===== src/rtl/hexld_pkg.sv =====
`timescale 1ns/1ps
package hexld_pkg;
  typedef enum logic [2:0] {
    ST_HUNT, ST_LEN, ST_ADDR, ST_TYPE, ST_DATA, ST_SUM, ST_DONE
  } ld_state_e;

  typedef struct packed {
    logic       is_hex;
    logic       is_space;
    logic       is_comma;
    logic       is_colon;
    logic [3:0] nib;
  } char_class_t;
endpackage


===== src/rtl/hexld_char_class.sv =====
`timescale 1ns/1ps
module hexld_char_class
  import hexld_pkg::*;
(
  input  logic [7:0]  ch,
  output char_class_t cls
);
  always_comb begin
    cls = '0;
    cls.is_space = (ch == 8'h20);
    cls.is_comma = (ch == 8'h2C);
    cls.is_colon = (ch == 8'h3A);
    if (ch >= 8'h30 && ch <= 8'h39) begin
      cls.is_hex = 1'b1;
      cls.nib    = ch[3:0];
    end else if ((ch >= 8'h41 && ch <= 8'h46) || (ch >= 8'h61 && ch <= 8'h66)) begin
      cls.is_hex = 1'b1;
      cls.nib    = ch[3:0] + 4'd9;
    end
  end
endmodule


===== src/rtl/hexld_field.sv =====
`timescale 1ns/1ps
module hexld_field #(
  parameter int W  = 16,
  parameter int CW = 3
) (
  input  logic          clk,
  input  logic          rst_n,
  input  logic          clr,
  input  logic          shift,
  input  logic [3:0]    nib,
  output logic [W-1:0]  acc,
  output logic [CW-1:0] cnt,
  output logic [W-1:0]  shifted
);
  logic [W-1:0]  acc_d;
  logic [CW-1:0] cnt_d;

  assign shifted = {acc[W-5:0], nib};

  always_comb begin
    acc_d = acc;
    cnt_d = cnt;
    if (clr) begin
      acc_d = '0;
      cnt_d = '0;
    end else if (shift) begin
      acc_d = shifted;
      cnt_d = cnt + 1'b1;
    end
  end

  always_ff @(posedge clk or negedge rst_n) begin
    if (!rst_n) begin
      acc <= '0;
      cnt <= '0;
    end else if (clr || shift) begin
      acc <= acc_d;
      cnt <= cnt_d;
    end
  end
endmodule


===== src/rtl/hexld_sum.sv =====
`timescale 1ns/1ps
module hexld_sum (
  input  logic       clk,
  input  logic       rst_n,
  input  logic       clr,
  input  logic       add,
  input  logic [7:0] val,
  output logic [7:0] sum
);
  logic [7:0] sum_d;

  always_comb begin
    sum_d = sum;
    if (clr)      sum_d = '0;
    else if (add) sum_d = sum + val;
  end

  always_ff @(posedge clk or negedge rst_n) begin
    if (!rst_n)          sum <= '0;
    else if (clr || add) sum <= sum_d;
  end
endmodule


===== src/rtl/hexld_loader.sv =====
`timescale 1ns/1ps
module hexld_loader
  import hexld_pkg::*;
#(
  parameter int AW = 16
) (
  input  logic          clk,
  input  logic          rst_n,
  input  logic          ch_valid,
  input  logic [7:0]    ch_data,
  output logic          ch_ready,
  input  logic [AW-1:0] base_offset,
  output logic          wr_en,
  output logic [AW-1:0] wr_addr,
  output logic [7:0]    wr_data,
  output logic          err_req,
  output logic          done
);
  localparam int ADDR_DIGITS = AW / 4;
  localparam int ADDR_BYTES  = AW / 8;
  localparam int CW          = $clog2(ADDR_DIGITS + 1);
  localparam logic [CW-1:0] ADDR_LAST = CW'(ADDR_DIGITS - 1);
  localparam logic [CW-1:0] BYTE_LAST = CW'(1);

  ld_state_e     state_q, state_d;
  char_class_t   cls;
  logic          take;
  logic          f_clr, f_shift;
  logic [AW-1:0] f_acc, f_shifted, fval;
  logic [CW-1:0] f_cnt, last_cnt;
  logic          fin_digit, fin_comma, fin;
  logic          s_clr, s_add;
  logic [7:0]    s_val, s_sum, addr_bytes;
  logic [7:0]    len_q, len_d, left_q, left_d;
  logic [AW-1:0] ptr_q, ptr_d;
  logic          wr_en_d, err_d, done_d;
  logic [AW-1:0] wr_addr_d;
  logic [7:0]    wr_data_d;

  hexld_char_class u_cls (.ch(ch_data), .cls(cls));

  hexld_field #(.W(AW), .CW(CW)) u_field (
    .clk(clk), .rst_n(rst_n), .clr(f_clr), .shift(f_shift), .nib(cls.nib),
    .acc(f_acc), .cnt(f_cnt), .shifted(f_shifted)
  );

  hexld_sum u_sum (
    .clk(clk), .rst_n(rst_n), .clr(s_clr), .add(s_add), .val(s_val), .sum(s_sum)
  );

  assign ch_ready = (state_q != ST_DONE);
  assign take     = ch_valid && ch_ready;
  assign last_cnt = (state_q == ST_ADDR) ? ADDR_LAST : BYTE_LAST;

  assign fin_digit = cls.is_hex && (f_cnt == last_cnt);
  assign fin_comma = cls.is_comma && (f_cnt != '0) &&
                     (state_q == ST_LEN || state_q == ST_ADDR);
  assign fin       = fin_digit || fin_comma;
  assign fval      = fin_digit ? f_shifted : f_acc;

  always_comb begin
    addr_bytes = '0;
    for (int i = 0; i < ADDR_BYTES; i++) addr_bytes = addr_bytes + fval[i*8 +: 8];
  end

  always_comb begin
    state_d   = state_q;
    len_d     = len_q;
    left_d    = left_q;
    ptr_d     = ptr_q;
    f_clr     = 1'b0;
    f_shift   = 1'b0;
    s_clr     = 1'b0;
    s_add     = 1'b0;
    s_val     = fval[7:0];
    wr_en_d   = 1'b0;
    wr_addr_d = wr_addr;
    wr_data_d = wr_data;
    err_d     = 1'b0;
    done_d    = done;
    if (take && state_q != ST_DONE) begin
      if (state_q == ST_HUNT) begin
        if (cls.is_colon) begin
          state_d = ST_LEN;
          f_clr   = 1'b1;
          s_clr   = 1'b1;
        end
      end else if (cls.is_space) begin
        state_d = state_q;
      end else if (cls.is_colon) begin
        state_d = ST_LEN;
        f_clr   = 1'b1;
        s_clr   = 1'b1;
      end else if (fin) begin
        f_clr = 1'b1;
        s_add = 1'b1;
        unique case (state_q)
          ST_LEN: begin
            len_d   = fval[7:0];
            state_d = ST_ADDR;
          end
          ST_ADDR: begin
            ptr_d   = fval + base_offset;
            s_val   = addr_bytes;
            state_d = ST_TYPE;
          end
          ST_TYPE: begin
            if (fval[7:0] != 8'h00) begin
              s_add   = 1'b0;
              state_d = ST_HUNT;
            end else if (len_q == 8'h00) begin
              done_d  = 1'b1;
              state_d = ST_DONE;
            end else begin
              left_d  = len_q;
              state_d = ST_DATA;
            end
          end
          ST_DATA: begin
            wr_en_d   = 1'b1;
            wr_addr_d = ptr_q;
            wr_data_d = fval[7:0];
            ptr_d     = ptr_q + 1'b1;
            left_d    = left_q - 1'b1;
            if (left_q == 8'h01) state_d = ST_SUM;
          end
          ST_SUM: begin
            s_add   = 1'b0;
            err_d   = ((s_sum + fval[7:0]) != 8'h00);
            state_d = ST_HUNT;
          end
          default: state_d = ST_HUNT;
        endcase
      end else if (cls.is_hex) begin
        f_shift = 1'b1;
      end else begin
        state_d = ST_HUNT;
      end
    end
  end

  always_ff @(posedge clk or negedge rst_n) begin
    if (!rst_n) begin
      state_q <= ST_HUNT;
      len_q   <= '0;
      left_q  <= '0;
      ptr_q   <= '0;
      wr_en   <= 1'b0;
      wr_addr <= '0;
      wr_data <= '0;
      err_req <= 1'b0;
      done    <= 1'b0;
    end else begin
      state_q <= state_d;
      len_q   <= len_d;
      left_q  <= left_d;
      ptr_q   <= ptr_d;
      wr_en   <= wr_en_d;
      wr_addr <= wr_addr_d;
      wr_data <= wr_data_d;
      err_req <= err_d;
      done    <= done_d;
    end
  end
endmodule


===== config.mk =====
export PLATFORM = sky130hd
export DESIGN_NAME = hexld_loader
export DESIGN_NICKNAME = d
export VERILOG_FILES = /design/src/rtl/hexld_pkg.sv /design/src/rtl/hexld_char_class.sv /design/src/rtl/hexld_field.sv /design/src/rtl/hexld_sum.sv /design/src/rtl/hexld_loader.sv
export SDC_FILE = /design/constraint.sdc
export NUM_CORES = 1
export LEC_CHECK = 0
export ABC_AREA = 1
export CORE_ASPECT_RATIO = 0.5
export CORE_UTILIZATION = 64
export DETAILED_ROUTE_END_ITERATION = 10
export PLACE_DENSITY = 0.92
export SYNTH_ARGS = -nofsm -noshare
export SYNTH_HDL_FRONTEND = slang
export SYNTH_SLANG_ARGS = --single-unit

===== constraint.sdc =====
create_clock -name clk -period 5.77 [get_ports clk]
set_input_delay 1.154 -clock clk [delete_from_list [all_inputs] [get_ports clk]]
set_output_delay 1.154 -clock clk [all_outputs]
set_load 0.03 [all_outputs]

==> results_dict.tcl, run 1 <==
set metrics [dict create \
    clock_path_buffers 2 \
    fmax_mhz 186 \
    worstPathArrival_ns 5.66 \
    syn-num-nets 989 \
    drive_gt1_share_pct 8.93 \
    p_leak_nw 3.84 \
    antenna_found_initial 1 \
    dieHeight_um 74.1 \
    cp_max_fo 17 \
    synthDistinctLibCells 50 \
    wl_per_cell_um 16.0 \
    die_w_um 146 \
    end_kind "flip-flop" \
    power.density_mw_per_mm2 387 \
    cp_common_cell "nand2_1" \
    start_util_pct 68.1 \
    ys_top_cells_by_count "nand2_1, inv_1, dfrtp_1" \
    relSlewSlack_pct 39.3 \
    grt_pass1_vias 6085 \
    overflow 0 \
    maxCapViolCount 0 \
    synth_area_leaders "dfrtp_1, nand2_1, ha_1" \
    dp_hpwl_um 13500 \
    worstHoldPathType "reg2reg" \
    crit_path_max_incr_delay_ns 0.53 \
    via_count 6542 \
    gp_congestion 0.990 \
    worstSetupPathType "in2reg" \
    cp_slowest_cell "clkdlybuf4s50_1" \
    p_total_mw 2.96 \
    vias_per_cell 5.90 \
    syn-cell-area_mm2 0.00665 \
    top_level_ports 55 \
    timing.hold.ws_ns 0.482 \
    ys_seq_area_share_pct 33.5 \
    clock-sinks 89 \
    ys.warnings.count 0 \
    status "complete, no violations" \
    insertion_delay_ns 0.35 \
    clock-skew-final_ns 0.00574 \
    syn_inst 913 \
    firstDrtPassIters 5 \
    setup_viol 0 \
    ctsRootBufferMaster "clkbuf_16" \
    drc_errors 0 \
    drv_slew 0 \
    port_buffers 54 \
    area_growth_pct 15.1 \
    grt_max_degree 68 \
    finalCritPeriodShare_pct 93.2 \
    grt_pass1_wl_um 29400 \
    worst_ep_required_time_ns 6.06 \
    max-vdd-ir-drop_v 0.000234 \
    postCtsSetupRepairBufs 0 \
    ys_async_sr_fraction_pct 100 \
    drt-total-wl_um 17700 \
    synth.most_common_cell "nand2_1" \
    synth_edf_count 0 \
    tritoncts "done" \
    diodes 0 \
    fin_crit_ns 5.38 \
    worstMarginPinSlew_ns 0.909 \
    synth-main-ff-cell "dfrtp_1" \
    clkTransAtPathRegs_ns 0.07 \
    hold_violations 0 \
    synth.top_cell.area_share_pct 33.5 \
    tns_ns 0 \
    rsz0062_at_grt "no" \
    coreArea_mm2 0.00976 \
    grt_usage_pct 35.0 \
    synth-seq-cells 89 \
    avgSynthCellArea_um2 7.28 \
    yosysTopAreaCell "dfrtp_1" \
    h-tree-depth 3 \
    numCtsBuffers 9 \
    startpoint_type "input port" \
    fp-row-count 25 \
    final_nets 1045 \
    die-area_mm2 0.0108 \
    drtIter0Drc 625 \
    antenna_left 0 \
]
[metrics by stage]
step / std cells / cell area [um2] / utilization (%) / setup slack (ns)
global placement: 1093 / 7320 / 75.0 / 0.349
finish: 1109 / 7650 / 78.4 / 0.393
floorplan: 913 / 6650 / - / 0.834
CTS: 1109 / 7640 / 78.3 / 0.402
detailed placement: 1093 / 7320 / 75.0 / 0.0794
global route: 1109 / 7650 / 78.4 / 0.0200
[path summary, 6_finish.rpt]
kind / startpoint / end / slack (ns) / cells past startpoint
min in group asynchronous: rst_n / wr_addr[1] / 0.68 / 1
max reg2reg: state_q[2] / u_sum.sum[7] / 1.57 / 26
max in group asynchronous: rst_n / u_field.acc[0] / 3.92 / 2
min reg2reg: wr_addr[1] / wr_addr[1] / 0.48 / 2
min: wr_addr[1] / wr_addr[1] / 0.48 / 2
max: ch_data[0] / u_sum.sum[7] / 0.39 / 30
[critical path: cells and delay by family]
kind,cells,cell delay (ns)
AO/OA/AOI/OAI,5,0.76
AND/OR/NAND/NOR,16,1.52
XOR/XNOR,1,0.17
buffers and inverters,4,0.84
adder cells (fa/ha/maj),4,1.23
[layer usage]
metal	up-vias	GRT usage [%]	part of all wire, %
met5	-	0	0
met4	0	9.26	1.4
met3	29	7.24	8.9
met2	325	60.3	46
met1	3020	45.9	44
li1	3168	-	-
[placed cells by master, fill, tap and decap left out, types with 10 or more instances in the layout]
cell | netlist | routed
xor2_1 | 11 | 11
o21ai_0 | 68 | 68
clkdlybuf4s50_1 | 0 | 53
dfrtp_1 | 89 | 89
a21oi_1 | 58 | 57
nor2_1 | 47 | 47
nor3_1 | 13 | 13
nand2_2 | 12 | 12
o21ai_1 | 20 | 20
nand3_1 | 77 | 77
o21ai_2 | 11 | 11
nand2_1 | 233 | 233
inv_1 | 105 | 105
nand4_1 | 10 | 10
inv_2 | 10 | 10
ha_1 | 45 | 45
[what timing repair did]
| action | in CTS | in global routing |
|---|---|---|
| endpoints found under the setup margin | 0 | 1 |
| hold buffers | 0 | 0 |
| resized for setup | 0 | 2 |
[logic make-up (layout without fill, tap and decap cells)]
family	count (synthesis)	after routing	synth area share, %
multiplexers	2	2	0.301
adder cells (fa/ha/maj)	49	49	9.67
XOR/XNOR	18	18	2.37
AO/OA/AOI/OAI	196	196	16.9
buffers and inverters	133	194	7.96
AND/OR/NAND/NOR	426	426	29.3
flip-flops	89	89	33.5
[registers in the layout (all words and copies together) (netlist names), 3 cells and up]
| name | count |
|---|---|
| u_field.cnt | 3 |
| left_q | 8 |
| u_field.acc | 16 |
| wr_data | 8 |
| wr_addr | 16 |
| len_q | 8 |
| u_sum.sum | 8 |
| ptr_q | 16 |
| state_q | 3 |
[cell type report]
type	instances	area, um2
multi-input cells	691	3910
clock buffers	11	253
clock inverters	5	62.6
well taps	135	169
repair buffers	62	598
inverters	116	435
flip-flops and latches	89	2230
fillers	699	2110
[power breakdown]
part	switching, mW	internal (mW)	leakage, nW
clock	0.260	0.362	0.148
sequential	0.0713	0.709	1.12
combinational	0.989	0.570	2.57
total	1.32	1.64	3.84
Power figures use the tool's default switching activity.
==> run 2, diff against run 1 <==
CORE_UTILIZATION = 30   (was 64)
PLACE_DENSITY = 0.52   (was 0.92)
==> results_dict.tcl, run 2 (synthesized netlist as in run 1, its figures left out) <==
set metrics [dict create \
    grt_usage_pct 18.0 \
    timing.hold.ws_ns 0.457 \
    cp_max_fo 4 \
    fmax_mhz 190 \
    dp_cells 1256 \
    startpoint_type "input port" \
    max-vdd-ir-drop_v 0.000132 \
    end_kind "flip-flop" \
    clkTransAtPathRegs_ns 0.07 \
    final_area_mm2 0.00784 \
    relSlewSlack_pct 35.6 \
    grt_pass1_vias 5730 \
    final_common_cell "nand2_1" \
    power_switching_mw 1.35 \
    insertion_delay_ns 0.37 \
    status "finished, violations left" \
    diodes 0 \
    tritoncts "done" \
    drc_errors 1 \
    clock-sinks 89 \
    p_seq_share_pct 26.1 \
    maxCapViolCount 0 \
    ctsHoldBuffers 0 \
    place_area_mm2 0.00751 \
    ctsRootBufferMaster "clkbuf_16" \
    tns_ns 0 \
    start_util_pct 30.7 \
    grt_max_degree 72 \
    dieHeight_um 107 \
    crit_path_max_incr_delay_ns 0.53 \
    port_buffers 54 \
    worstMarginPinSlew_ns 0.967 \
    setup_ws_ns 0.515 \
    r2r_setup_slack_ns 1.64 \
    drv_slew 0 \
    worstPathArrival_ns 5.56 \
    cp_slowest_cell "clkdlybuf4s50_1" \
    finalCritPeriodShare_pct 91.1 \
    gp_congestion 0.890 \
    power.density_mw_per_mm2 384 \
    drive_gt1_share_pct 8.64 \
    wl_per_cell_um 15.2 \
    swShare_pct 44.8 \
    pre_cts_slack_ns 0.158 \
    failed_checks "DRC" \
    die_w_um 213 \
    worst_ep_required_time_ns 6.08 \
    firstDrtPassIters 8 \
    p_leak_nw 3.86 \
    fp-row-count 38 \
    hold_violations 0 \
    top_level_ports 55 \
    pwr-share-clk_pct 22.2 \
    grt_pass1_wl_um 31300 \
    via_count 6131 \
    overflow 0 \
    vias_per_cell 4.82 \
    antenna_left 0 \
    setup_viol 0 \
    h-tree-depth 3 \
    cp_common_cell "nand2_1" \
    clock_path_buffers 2 \
    coreArea_mm2 0.0217 \
    rsz0062_at_grt "no" \
    numCtsBuffers 9 \
    worstSetupPathType "in2reg" \
    drtIter0Drc 436 \
    antenna_found_initial 0 \
    intPower_mw 1.66 \
    final_nets 1043 \
    die-area_mm2 0.0228 \
    clock-skew-final_ns 0.0142 \
    pwr-share-comb_pct 51.7 \
    fin_crit_ns 5.25 \
    area_growth_pct 17.9 \
    top_regs "ptr_q: 16 flops, u_field.acc: 16 flops, wr_addr: 16 flops" \
    drt-total-wl_um 19300 \
    dp_hpwl_um 15200 \
    worstHoldPathType "reg2reg" \
    nFillCells 2324 \
    final_cells 1272 \
    layout_common_cells "nand2_1, inv_1, dfrtp_1, nand3_1, o21ai_0" \
]
-- run 2: cell types whose count changed in the layout (fill, tap and decap cells not counted), sizes merged --
cell / delta
buf: -2
clkbuf: -2
clkinvlp: -2
inv: +2
bufinv: +1
clkinv: +1
-- run 2: critical path: cells and delay by family --
kind                     cells  cell delay [ns]
adder cells (fa/ha/maj)      4             1.20
XOR/XNOR                     1             0.16
buffers and inverters        4             0.79
AO/OA/AOI/OAI                5             0.94
AND/OR/NAND/NOR             16             1.31
-- run 2: what timing repair did --
item	CTS	global route
setup buffers	0	0
resized for setup	0	3
setup endpoints to repair	0	1
-- run 2: power groups by stage --
| stage | sequential, mW | clock [mW] | combinational [mW] |
|---|---|---|---|
| 2_1_floorplan | 0.770 | 0 | 1.13 |
| 3_3_place_gp | 0.797 | 0 | 1.55 |
| 3_5_place_dp | 0.796 | 0 | 1.54 |
| 4_1_cts | 0.784 | 0.681 | 1.55 |
| 5_1_grt | 0.797 | 0.707 | 1.78 |
| 6_report | 0.784 | 0.668 | 1.56 |
-- run 2: area by class of cell --
cell class              count  area [um2]  share of cell area [%]
clock buffers               9         225                    2.87
clock inverters             7         100                    1.28
inverters                 116         435                    5.55
multi-input cells         691        3890                    49.7
flip-flops and latches     89        2230                    28.4
well taps                 300         375                    4.79
repair buffers             60         583                    7.44
-- run 2: stage by stage --
| step | utilization [%] | total power [mW] |
|---|---|---|
| after CTS | 36.2 | 3.01 |
| after detailed placement | 34.7 | 2.33 |
| after global routing | 36.2 | 3.29 |
| final | 36.2 | 3.01 |
| after global placement | 34.7 | 2.34 |
| after floorplan | - | 1.90 |
-- run 2: worst paths after layout --
kind / start / endpoint / cells after the start
worst max-delay path: ch_data[0] / u_sum.sum[7] / 30
worst min-delay path: done / done / 1
worst max register to register: state_q[2] / u_sum.sum[7] / 27
worst min register to register: done / done / 1
max in group asynchronous: rst_n / u_field.acc[8] / 2
min in group asynchronous: rst_n / wr_addr[15] / 1
-- run 2: routing by layer --
metal	GRT usage, %	share of wire (%)	routed length, um
met4	5.60	1.8	342
met3	3.62	3.8	725
met5	0	0	0
met1	26.8	53	10300
met2	25.9	41	7980
==> run 3, diff against run 2 <==
GPL_TIMING_DRIVEN = 1   (was unset)
==> results of run 3 <==
The final DEF is identical to that of run 2; final timing and power are the same.
